<file path="src/rtl/pll_seq_pkg.sv">
// Package: shared types, register offsets and field layout for the PLL
// sequencer. Assumes 8-bit byte offsets and 32-bit registers.
package pll_seq_pkg;

    localparam logic [7:0] OFS_STAT = 8'h04;
    localparam logic [7:0] OFS_GO   = 8'h08;
    localparam logic [7:0] OFS_CFG1 = 8'h0C;
    localparam logic [7:0] OFS_CFG2 = 8'h10;
    localparam logic [7:0] OFS_CFG3 = 8'h14;
    localparam logic [7:0] OFS_CFG4 = 8'h20;

    localparam int LOCK_BIT  = 1;
    localparam int IDLE_BIT  = 0;
    localparam int PWDN_LO   = 15;
    localparam int PWDN_HI   = 16;
    localparam int NUM_STEPS = 5;

    typedef enum logic [1:0] {
        RES_OK      = 2'd0,
        RES_BADRATE = 2'd1,
        RES_NOLOCK  = 2'd2,
        RES_NOPWDN  = 2'd3
    } result_e;

    typedef struct packed {
        logic [11:0] mult;
        logic [7:0]  div;
        logic [2:0]  dco;
        logic [7:0]  sdv;
        logic [17:0] frac;
    } pll_cfg_t;

    // Register offset written by each programming step, in fixed order.
    function automatic logic [7:0] step_ofs(input logic [2:0] s);
        case (s)
            3'd0:    step_ofs = OFS_CFG1;
            3'd1:    step_ofs = OFS_CFG2;
            3'd2:    step_ofs = OFS_CFG1;
            3'd3:    step_ofs = OFS_CFG4;
            default: step_ofs = OFS_CFG3;
        endcase
    endfunction

    // Bit mask covering the field of each programming step.
    function automatic logic [31:0] step_mask(input logic [2:0] s);
        case (s)
            3'd0:    step_mask = 32'h0000_01FE;
            3'd1:    step_mask = 32'h0000_000E;
            3'd2:    step_mask = 32'h001F_FE00;
            3'd3:    step_mask = 32'h0003_FFFF;
            default: step_mask = 32'h0003_FC00;
        endcase
    endfunction

    // Field value already shifted into place for each step.
    function automatic logic [31:0] step_field(input logic [2:0] s, input pll_cfg_t c);
        case (s)
            3'd0:    step_field = {23'd0, c.div, 1'b0};
            3'd1:    step_field = {28'd0, c.dco, 1'b0};
            3'd2:    step_field = {11'd0, c.mult, 9'd0};
            3'd3:    step_field = {14'd0, c.frac};
            default: step_field = {14'd0, c.sdv, 10'd0};
        endcase
    endfunction

endpackage

</file>
<file path="src/rtl/pll_param_rom.sv">
// Divider parameter lookup. Pure combinational; assumes rate codes 0..5
// are the defined rates and all other codes are invalid.
module pll_param_rom
    import pll_seq_pkg::*;
#(
    parameter int RATE_W = 3
) (
    input  logic              sata,
    input  logic [RATE_W-1:0] rate,
    output pll_cfg_t          cfg,
    output logic              valid
);
    localparam int NUM_RATES = 6;

    // Select the table row for the mode and rate.
    always_comb begin
        cfg   = '0;
        valid = (int'(rate) < NUM_RATES);
        if (sata) begin
            cfg.div = 8'd7;
            cfg.dco = 3'd4;
            cfg.sdv = 8'd6;
            case (int'(rate))
                0: cfg.mult = 12'd1000;
                1: cfg.mult = 12'd714;
                2: cfg.mult = 12'd625;
                3: cfg.mult = 12'd600;
                4: cfg.mult = 12'd461;
                5: cfg.mult = 12'd312;
                default: cfg = '0;
            endcase
        end else begin
            cfg.dco = 3'd4;
            cfg.sdv = 8'd20;
            case (int'(rate))
                0: begin cfg.mult = 12'd1250; cfg.div = 8'd5;  end
                1: begin cfg.mult = 12'd3125; cfg.div = 8'd20; end
                2: begin cfg.mult = 12'd1172; cfg.div = 8'd8;  cfg.frac = 18'd65537; end
                3: begin cfg.mult = 12'd1000; cfg.div = 8'd7;  cfg.sdv = 8'd10; end
                4: begin cfg.mult = 12'd1250; cfg.div = 8'd12; end
                5: begin cfg.mult = 12'd3125; cfg.div = 8'd47; cfg.frac = 18'd92843; end
                default: cfg = '0;
            endcase
        end
    end
endmodule

</file>
<file path="src/rtl/pll_bus_port.sv">
// Single-outstanding register bus master. Latches a request pulse, holds
// valid until ready, then returns the read data with a one-cycle pulse.
// Assumes the requester issues a new pulse only after the response.
module pll_bus_port #(
    parameter int AW = 8,
    parameter int DW = 32
) (
    input  logic          clk,
    input  logic          rst_n,
    input  logic          req,
    input  logic          req_wr,
    input  logic [AW-1:0] req_addr,
    input  logic [DW-1:0] req_wdata,
    output logic          rsp,
    output logic [DW-1:0] rsp_data,
    output logic          bus_valid,
    output logic          bus_write,
    output logic [AW-1:0] bus_addr,
    output logic [DW-1:0] bus_wdata,
    input  logic          bus_ready,
    input  logic [DW-1:0] bus_rdata
);
    // Hold the access until the target accepts it, then report it.
    always_ff @(posedge clk) begin
        if (!rst_n) begin
            bus_valid <= 1'b0;
            bus_write <= 1'b0;
            bus_addr  <= '0;
            bus_wdata <= '0;
            rsp       <= 1'b0;
            rsp_data  <= '0;
        end else begin
            rsp <= 1'b0;
            if (bus_valid) begin
                if (bus_ready) begin
                    bus_valid <= 1'b0;
                    rsp       <= 1'b1;
                    rsp_data  <= bus_rdata;
                end
            end else if (req) begin
                bus_valid <= 1'b1;
                bus_write <= req_wr;
                bus_addr  <= req_addr;
                bus_wdata <= req_wdata;
            end
        end
    end
endmodule

</file>
<file path="src/rtl/pll_wait_timer.sv">
// Poll window counter. Counts while enabled, clears when not, and flags
// expiry once LIMIT cycles have elapsed. Saturates at the limit.
module pll_wait_timer #(
    parameter int LIMIT = 10_000_000
) (
    input  logic clk,
    input  logic rst_n,
    input  logic run,
    output logic expired
);
    localparam int CW = $clog2(LIMIT + 1);
    localparam logic [CW-1:0] TERM = CW'(LIMIT);

    logic [CW-1:0] cnt;

    // Count the cycles spent in the current poll window.
    always_ff @(posedge clk) begin
        if (!rst_n || !run)  cnt <= '0;
        else if (cnt != TERM) cnt <= cnt + 1'b1;
    end

    assign expired = (cnt == TERM);
endmodule

</file>
<file path="src/rtl/pll_bringup_seq.sv">
// PLL start-up / shutdown sequencer. Walks the idle exit, lock check,
// five-step read-modify-write programming, go trigger and lock poll, or
// the idle entry and power-down poll. Assumes the register target answers
// every access eventually; each status poll is bounded by TIMEOUT_CYCLES.
module pll_bringup_seq
    import pll_seq_pkg::*;
#(
    parameter int TIMEOUT_CYCLES = 10_000_000,
    parameter int RATE_W         = 3
) (
    input  logic              clk,
    input  logic              rst_n,
    input  logic              start_req,
    input  logic              stop_req,
    input  logic              mode_sata,
    input  logic [RATE_W-1:0] rate_sel,
    output logic              bus_valid,
    output logic              bus_write,
    output logic [7:0]        bus_addr,
    output logic [31:0]       bus_wdata,
    input  logic              bus_ready,
    input  logic [31:0]       bus_rdata,
    output logic              done,
    output logic              busy,
    output logic [1:0]        err_code
);
    typedef enum logic [3:0] {
        S_IDLE, S_UP_RCFG, S_UP_WCFG, S_UP_POLL, S_UP_RSTAT,
        S_PG_RD, S_PG_WR, S_PG_GO, S_PG_POLL,
        S_DN_RCFG, S_DN_WCFG, S_DN_POLL, S_FIN
    } st_e;

    st_e         st;
    logic        pending, soft_fail;
    logic [2:0]  step;
    logic [31:0] rd_q;
    logic        rsp;
    logic [31:0] rsp_data;
    logic        req, req_wr;
    logic [7:0]  req_addr;
    logic [31:0] req_wdata;
    logic        in_poll, tmo;
    pll_cfg_t    cfg, cfg_q;
    logic        cfg_ok;
    logic        locked, pwdn_ok;

    pll_param_rom #(.RATE_W(RATE_W)) u_rom (
        .sata(mode_sata), .rate(rate_sel), .cfg(cfg), .valid(cfg_ok)
    );

    pll_bus_port #(.AW(8), .DW(32)) u_port (
        .clk(clk), .rst_n(rst_n),
        .req(req), .req_wr(req_wr), .req_addr(req_addr), .req_wdata(req_wdata),
        .rsp(rsp), .rsp_data(rsp_data),
        .bus_valid(bus_valid), .bus_write(bus_write), .bus_addr(bus_addr),
        .bus_wdata(bus_wdata), .bus_ready(bus_ready), .bus_rdata(bus_rdata)
    );

    assign in_poll = (st == S_UP_POLL) || (st == S_PG_POLL) || (st == S_DN_POLL);

    pll_wait_timer #(.LIMIT(TIMEOUT_CYCLES)) u_tmr (
        .clk(clk), .rst_n(rst_n), .run(in_poll), .expired(tmo)
    );

    assign locked  = rsp_data[LOCK_BIT];
    assign pwdn_ok = rsp_data[PWDN_LO] && rsp_data[PWDN_HI];
    assign busy    = (st != S_IDLE);
    assign done    = (st == S_FIN);

    // Decode the bus access that belongs to the current state.
    always_comb begin
        req_wr    = 1'b0;
        req_addr  = OFS_STAT;
        req_wdata = '0;
        case (st)
            S_UP_RCFG, S_DN_RCFG: req_addr = OFS_CFG2;
            S_UP_WCFG: begin req_wr = 1'b1; req_addr = OFS_CFG2; req_wdata = rd_q & ~32'h1; end
            S_DN_WCFG: begin req_wr = 1'b1; req_addr = OFS_CFG2; req_wdata = rd_q | 32'h1; end
            S_PG_RD:   req_addr = step_ofs(step);
            S_PG_WR: begin
                req_wr    = 1'b1;
                req_addr  = step_ofs(step);
                req_wdata = (rd_q & ~step_mask(step)) | (step_field(step, cfg_q) & step_mask(step));
            end
            S_PG_GO: begin req_wr = 1'b1; req_addr = OFS_GO; req_wdata = 32'h1; end
            default: ;
        endcase
        req = (st != S_IDLE) && (st != S_FIN) && !pending;
    end

    // Advance the sequence on each bus response and record the outcome.
    always_ff @(posedge clk) begin
        if (!rst_n) begin
            st        <= S_IDLE;
            pending   <= 1'b0;
            soft_fail <= 1'b0;
            step      <= '0;
            rd_q      <= '0;
            cfg_q     <= '0;
            err_code  <= RES_OK;
        end else begin
            if (req) pending <= 1'b1;
            if (rsp) pending <= 1'b0;
            case (st)
                S_IDLE: begin
                    soft_fail <= 1'b0;
                    step      <= '0;
                    if (start_req) begin
                        err_code <= RES_OK;
                        cfg_q    <= cfg;
                        if (!cfg_ok) begin
                            err_code <= RES_BADRATE;
                            st       <= S_FIN;
                        end else st <= S_UP_RCFG;
                    end else if (stop_req) begin
                        err_code <= RES_OK;
                        st       <= mode_sata ? S_FIN : S_DN_RCFG;
                    end
                end
                S_UP_RCFG: if (rsp) begin
                    rd_q <= rsp_data;
                    st   <= rsp_data[IDLE_BIT] ? S_UP_WCFG : S_UP_RSTAT;
                end
                S_UP_WCFG: if (rsp) st <= S_UP_POLL;
                S_UP_POLL: if (rsp) begin
                    if (!locked && tmo) soft_fail <= 1'b1;
                    if (locked || tmo)  st <= S_UP_RSTAT;
                end
                S_UP_RSTAT: if (rsp) begin
                    if (locked) begin
                        err_code <= soft_fail ? RES_NOLOCK : RES_OK;
                        st       <= S_FIN;
                    end else st <= S_PG_RD;
                end
                S_PG_RD: if (rsp) begin
                    rd_q <= rsp_data;
                    st   <= S_PG_WR;
                end
                S_PG_WR: if (rsp) begin
                    if (int'(step) == NUM_STEPS - 1) st <= S_PG_GO;
                    else begin
                        step <= step + 1'b1;
                        st   <= S_PG_RD;
                    end
                end
                S_PG_GO: if (rsp) st <= S_PG_POLL;
                S_PG_POLL: if (rsp) begin
                    if (locked) begin
                        err_code <= soft_fail ? RES_NOLOCK : RES_OK;
                        st       <= S_FIN;
                    end else if (tmo) begin
                        err_code <= RES_NOLOCK;
                        st       <= S_FIN;
                    end
                end
                S_DN_RCFG: if (rsp) begin
                    rd_q <= rsp_data;
                    st   <= S_DN_WCFG;
                end
                S_DN_WCFG: if (rsp) st <= S_DN_POLL;
                S_DN_POLL: if (rsp) begin
                    if (pwdn_ok) st <= S_FIN;
                    else if (tmo) begin
                        err_code <= RES_NOPWDN;
                        st       <= S_FIN;
                    end
                end
                default: st <= S_IDLE;
            endcase
        end
    end
endmodule


</file>
<file path="config.mk">
export PLATFORM = sky130hd
export DESIGN_NAME = pll_bringup_seq
export DESIGN_NICKNAME = d
export VERILOG_FILES = /design/src/rtl/pll_seq_pkg.sv /design/src/rtl/pll_param_rom.sv /design/src/rtl/pll_bus_port.sv /design/src/rtl/pll_wait_timer.sv /design/src/rtl/pll_bringup_seq.sv
export SDC_FILE = /design/constraint.sdc
export NUM_CORES = 1
export LEC_CHECK = 0
export CORE_UTILIZATION = 50
export CTS_CLUSTER_SIZE = 24
export DETAILED_ROUTE_END_ITERATION = 6
export PLACE_DENSITY = 0.76
export SYNTH_ARGS = -nofsm -noshare
export SYNTH_HDL_FRONTEND = slang
export SYNTH_SLANG_ARGS = --single-unit
</file>
<file path="constraint.sdc">
create_clock -name clk -period 2.05 [get_ports clk]
set_input_delay 0.3075 -clock clk [delete_from_list [all_inputs] [get_ports clk]]
set_output_delay 0.3075 -clock clk [all_outputs]
set_load 0.01 [all_outputs]
</file>
==> results.md, run 1 <==
* Outcome: completed
* Tcrit/Tclk final at 0.9495
* Largest net degree at the start of global routing at 33
* Crit. End Element: output port
* Post-synthesis register bit count at 162
* DR WL/cell at between 15 and 20 um
* Sinks on the clock net at 162
* RSZ-0062 raised after global routing: false
* DIE WIDTH at 121.4 um
* FF/Latch Area at around 0.0032 mm2
* Final hold slack at 452.1 ps
* Root buffer cell: clkbuf_16
* Gr usage total at 0.2544
* Core area at ~0.014 mm2
* Sequential area share after synthesis at 0.4551
* Slew margin rel. at 0.5649
* Post-DP HPWL at around 13 mm
* Minimum clock period at slightly below 2000 ps
* Drc violations at 0
* Initial antenna violation count at 0
* Worst r2r src: step[0]
* Worst r2r path cells at 8
* Critical-path top delay cell: dfxtp_2
* Inserted Diodes at 0
* Syn_area_per_cell at 8.424 um2
* Die height at approximately 120 um
* Worst setup SP type: register
* Worst setup path endpoint: busy
* Crit Path Category: register to output port
* Pwr dens at approximately 1100 mW/mm2
* Synth Cell Area at slightly above 0.007 mm2
* CP startpoint: st[1]
* Vias per cell at 5.651
* Row cnt at 43
* Slew Viols, Final at 0
* CTS Hold Bufs at 0
* DIE AREA at between 0.01 and 0.015 mm2
* Worst-margin pin slew at approximately 650 ps
* Hold Path Origin: rd_q[30]
* Share of layout cells above drive strength 1 at 0.1142
* Fin Setup TNS at 0 ps
* TritonCTS Buffers at 17
* Post-synth top flop: dfxtp_1
* Number of synthesized flops with an enable pin at 0
* WP data required at around 1700 ps
* Hold Path Class: register to register
* Initial Util at 0.5134
* Grt ovf at 0
* Synth cell types at roughly 70
* Multi-input gate area at 0.003523 mm2
* Nets@finish at 981
* CP Max Fanout at 11
* Final Hold Fails at 0
* Setup ws final at 103.5 ps
* Crit-path max cell delay at slightly below 400 ps
* Final setup fails at 0
* Clock Latency Late Sink at between 400 and 500 ps
* Layout filler cell count at 1,163
* CTS tree: built
* Final ANT Viol Nets at 0
* Layout area overhead at 25.60%
* Synth Warn # at 0
* R2r setup slk at approximately 140 ps
* Gpl congestion at 0.9093
* Clock skew at about 10 ps
* Leak at roughly 3.2 nW
* First-pass DRT Iterations at 7
* Max rail drop VDD at between 0.0009 and 0.001 V
* MaxCap Viol Count at 0
* H-tree depth at 4
* Worst reg2reg endpoint: u_port.bus_wdata[5]
* First-pass GRT wire length at roughly 29 mm
* I/O Buffers at 82
* Clock-pin slew on the worst setup and hold paths at ~60 ps
* IO Count at 87
* Max Clk Rate at ~0.51 GHz
* Worst path cell trace: buf_4 > nor4_4 > inv_1 > dlygate4sd2_1
* Via Count at ~6,400
* Pre-CTS setup slack at 91.82 ps
* Drt total wl at approximately 18 mm
* Clock Tree Buf Depth at 2
* Crit path arrival time at 1640 ps
* Post-Synthesis Cells at between 800 and 900
* Asr flop ratio synth at 0
* Number of global-route vias before repair at between 5,000 and 6,000
* Initial drt markers at 535
report_power, final:
group	internal (mW)	total (mW)	switching (mW)	leakage, nW
registers	3.42	3.64	0.212	1.31
logic	1.09	2.57	1.47	1.53
clock network	2.26	3.49	1.23	0.322
worst min path at each step:
stage | to | slack [ps] | cells after the start
6_report | rd_q[30] | 450 | 2
5_1_grt | u_port.rsp_data[30] | 460 | 2
4_1_cts | rd_q[30] | 450 | 2
3_5_place_dp | u_port.bus_wdata[12] | 440 | 2
3_3_place_gp | u_port.bus_wdata[14] | 440 | 2
2_1_floorplan | cfg_q[20] | 430 | 2
through the flow:
stage	instances	power [mW]	util	instance area [um2]
floorplan	849	5.316	-	7144
detailed placement	1093	6.191	0.5972	8289
finish	1126	9.693	0.6449	8951
global route	1126	10.12	0.6449	8951
CTS	1126	9.696	0.6446	8947
global placement	1093	6.169	0.5972	8289
cell usage after synthesis, types with 5 or more instances:
cell type | count | area (um2)
a211oi_1 | 6 | 45.04
a21oi_1 | 83 | 415.4
a22o_1 | 33 | 289.0
a22oi_1 | 26 | 195.2
a2bb2oi_1 | 5 | 43.79
a311oi_1 | 5 | 43.79
a31oi_1 | 6 | 37.54
and2_1 | 9 | 56.30
and3_1 | 8 | 50.05
buf_2 | 13 | 65.06
buf_4 | 7 | 52.55
clkbuf_1 | 44 | 165.2
dfxtp_1 | 162 | 3243
ha_1 | 7 | 87.58
inv_1 | 16 | 60.06
mux2i_1 | 5 | 50.05
nand2_1 | 124 | 465.5
nand2b_1 | 8 | 50.05
nand3_1 | 13 | 65.06
nand4_1 | 6 | 37.54
nor2_1 | 81 | 304.0
nor2b_1 | 10 | 62.56
nor3_1 | 21 | 105.1
nor4_1 | 5 | 31.28
o21ai_0 | 41 | 205.2
or3_1 | 6 | 37.54
xnor2_1 | 14 | 122.6
xor2_1 | 9 | 78.83
cell type report:
class	instances	area share
multi-input combinational	601	0.3936
clock buffer	23	0.05340
clock inverter	9	0.01943
inverter	17	0.007129
sequential	162	0.3625
timing repair buffer	134	0.1388
tap	180	0.02516
worst max-delay path: cells and delay by family, from the launching register on:
family,cells,cell delay (ps)
buffers and inverters,3,530
flip-flops,1,390
AND/OR/NAND/NOR,1,290
logic make-up (layout without fill, tap and decap cells):
family,after synthesis,after routing,share of synthesized area
xor+xnor,23,23,0.02827
other cells,1,4,0.0005262
fa+ha+maj,7,7,0.01229
compound gates,248,248,0.2323
flops,162,162,0.4551
buf+inv,86,183,0.05442
mux,6,6,0.008603
simple gates,313,313,0.2086
repair_timing:
| item | CTS | global route |
|---|---|---|
| resized for setup | 3 | 6 |
| setup endpoints to repair | 2 | 8 |
| gates cloned | 0 | 0 |
| buffers inserted | 1 | 0 |
| pin swaps | 1 | 0 |
state kept, by name, summed over array words and instances (netlist names):
name	cells
rd_q	32
pending	1
st	4
u_port.bus_addr	4
step	3
u_port.bus_write	1
u_port.rsp_data	32
u_port.bus_valid	1
soft_fail	1
u_tmr.cnt	24
u_port.rsp	1
cfg_q	24
u_port.bus_wdata	32
err_code	2
placed cells by master (no fill, tap or decap), types with 7 or more instances in the layout:
cell type        instances
a21oi_1                 82
a22o_1                  33
a22oi_1                 26
and2_1                   8
and3_1                   8
buf_4                   49
clkbuf_16               17
clkdlybuf4s50_1         80
dfxtp_1                161
ha_1                     7
inv_1                   16
nand2_1                122
nand2b_1                 8
nand3_1                 13
nor2_1                  81
nor2b_1                 10
nor3_1                  21
o21ai_0                 41
xnor2_1                 14
xor2_1                   9
routing by layer:
metal,vias up,GRT usage,part of all wire
li1,3167,-,-
met1,2978,0.3289,0.45
met2,186,0.4116,0.48
met3,32,0.05639,0.042
met4,0,0.09722,0.024
met5,-,0,0
Power figures use the tool's default switching activity.
==> run 2, diff against run 1 <==
CTS_BUF_LIST = sky130_fd_sc_hd__clkbuf_4 sky130_fd_sc_hd__clkbuf_8   (was default)
==> run 2 against run 1 <==
Net effect:
- utilization down 1.2 points
- sequential share of layout area is 0.73 points higher
- clock skew rose by 2.5 ps
- final cell count is the same
- total power down 7.9%
- largest power group unchanged
- highest routed layer unchanged
==> results.md, run 2 (synthesis gave the netlist of run 1 again) <==
* Slew Viols, Final at 0
* Gr usage total at 0.2502
* Row cnt at 43
* Max rail drop VDD at between 0.0008 and 0.0009 V
* Non-filler cells, final at 1,126
* Met3 Resource Use GR at 0.05357
* Net Sw Frac at 0.3162
* Crit. End Element: output port
* Die height at 121.4 um
* Reg power frac at 0.407
* Outcome: completed
* First-pass GRT wire length at between 20 and 30 mm
* Commonest non-fill, non-tap cell in the layout: dfxtp_1
* Pwr dens at 1017 mW/mm2
* Tcrit/Tclk final at 0.9671
* Clock Latency Late Sink at around 460 ps
* Final ANT Viol Nets at 0
* Most Crowded Layer GR: met2
* CP Max Fanout at 11
* WP data required at approximately 1700 ps
* Gpl congestion at 0.9093
* Layout filler cell count at ~1,200
* Post-DP HPWL at about 13 mm
* Worst-margin pin slew at 661.5 ps
* Slew margin rel. at 0.5573
* Minimum clock period at 1983 ps
* Crit path arrival time at about 1700 ps
* Initial drt markers at between 500 and 600
* Crit Path Category: register to output port
* Root buffer cell: clkbuf_8
* Share of layout cells above drive strength 1 at 0.1173
* Most frequent cells in the layout: 161 x dfxtp_1, 123 x nand2_1, 82 x a21oi_1
* MaxCap Viol Count at 0
* Largest regs: rd_q (32), u_port.bus_wdata (32), u_port.rsp_data (32)
* Leak at slightly above 3 nW
* Clock skew at approximately 12 ps
* I/O Buffers at 82
* Via Count at roughly 6,400
* Clock Tree Buf Depth at 2
* Clock power share at 0.306
* DR WL/cell at between 15 and 20 um
* Largest net degree at the start of global routing at 33
* Initial Util at 0.5134
* CTS tree: built
* Drt total wl at 17.98 mm
* Internal at between 6 and 7 mW
* TritonCTS Buffers at 17
* First-pass DRT Iterations at 5
* Initial antenna violation count at 0
* Vias per cell at approximately 5.7
* H-tree depth at 4
* RSZ-0062 raised after global routing: false
* GR Layer Usage met1 at 0.3258
* Logic pwr share at 0.287
* Hold Path Class: input pin to register
* Sinks on the clock net at ~160
* Total power at 8.929 mW
* Final Util at 0.6327
* Clock-pin slew on the worst setup and hold paths at ~80 ps
* Sw Pwr at about 2.8 mW
* Layout area overhead at 23.23%
* Final setup fails at 0
* Drc violations at 0
* IO Count at 87
* Fin Setup TNS at 0 ps
* Number of global-route vias before repair at just under 6,000
* Inserted Diodes at 0
* Final Hold Fails at 0
* Nets@finish at roughly 980
* Final hold slack at between 400 and 500 ps
* Post-placement cell count at between 1,000 and 1,500
* Max Clk Rate at between 0.5 and 0.6 GHz
* Grt ovf at 0
* Worst setup SP type: register
* DIE WIDTH at approximately 120 um
* Core area at 0.01388 mm2
* DIE AREA at between 0.01 and 0.015 mm2
* Met2 Track Usage GR at 0.4059
==> run 2: layer usage <==
metal | share of wire | wire length, um
met2 | 0.47 | 8507
met5 | 0 | 0
met3 | 0.042 | 757
met4 | 0.025 | 450
met1 | 0.46 | 8263
==> run 2: what timing repair did <==
action,4_1_cts,5_1_grt
pin swaps,1,0
cloned,0,0
setup endpoints to repair,2,7
hold buffers,0,0
gates resized for setup,5,6
buffers inserted,1,0
==> run 2: layout make-up <==
cell class	instances	area, um2	area share
inverters	17	63.81	0.007266
clock inverters	9	173.9	0.01980
multi-input cells	601	3526	0.4015
repair buffers	134	1249	0.1422
well taps	180	225.2	0.02564
flip-flops and latches	162	3247	0.3697
clock buffers	23	297.8	0.03391
==> run 2: worst max-delay path: stages (launching register included) <==
cell and delay (ps):
dfxtp_4 390, buf_4 180, nor4_4 300, inv_1 60
dlygate4sd2_1 280
==> run 2: worst paths after layout <==
kind | startpoint | slack, ps | endpoint | cells after the start
max reg2reg | st[2] | 120 | u_port.bus_wdata[11] | 6
min reg2reg | rd_q[30] | 450 | rd_q[30] | 2
min | bus_rdata[10] | 430 | u_port.rsp_data[10] | 2
max | st[1] | 70 | busy | 4
==> run 2: through the flow <==
| stage | setup slack (ps) | cell area (um2) |
|---|---|---|
| floorplan | 53.36 | 7144 |
| global placement | 84.26 | 8289 |
| detailed placement | 91.82 | 8289 |
| CTS | 2.734 | 8770 |
| global route | 2.105 | 8782 |
| finish | 67.40 | 8782 |
==> run 2: power groups by stage <==
stage	logic (mW)	clock network [mW]	registers (mW)
global route	2.80	2.89	3.66
finish	2.57	2.73	3.63
floorplan	1.67	0	3.64
global placement	2.48	0	3.69
CTS	2.52	2.77	3.62
detailed placement	2.50	0	3.69
==> run 3, diff against run 2 <==
GPL_TIMING_DRIVEN = 1   (was default)
==> results of run 3 <==
The final DEF is identical to that of run 2; final timing and power are the same.
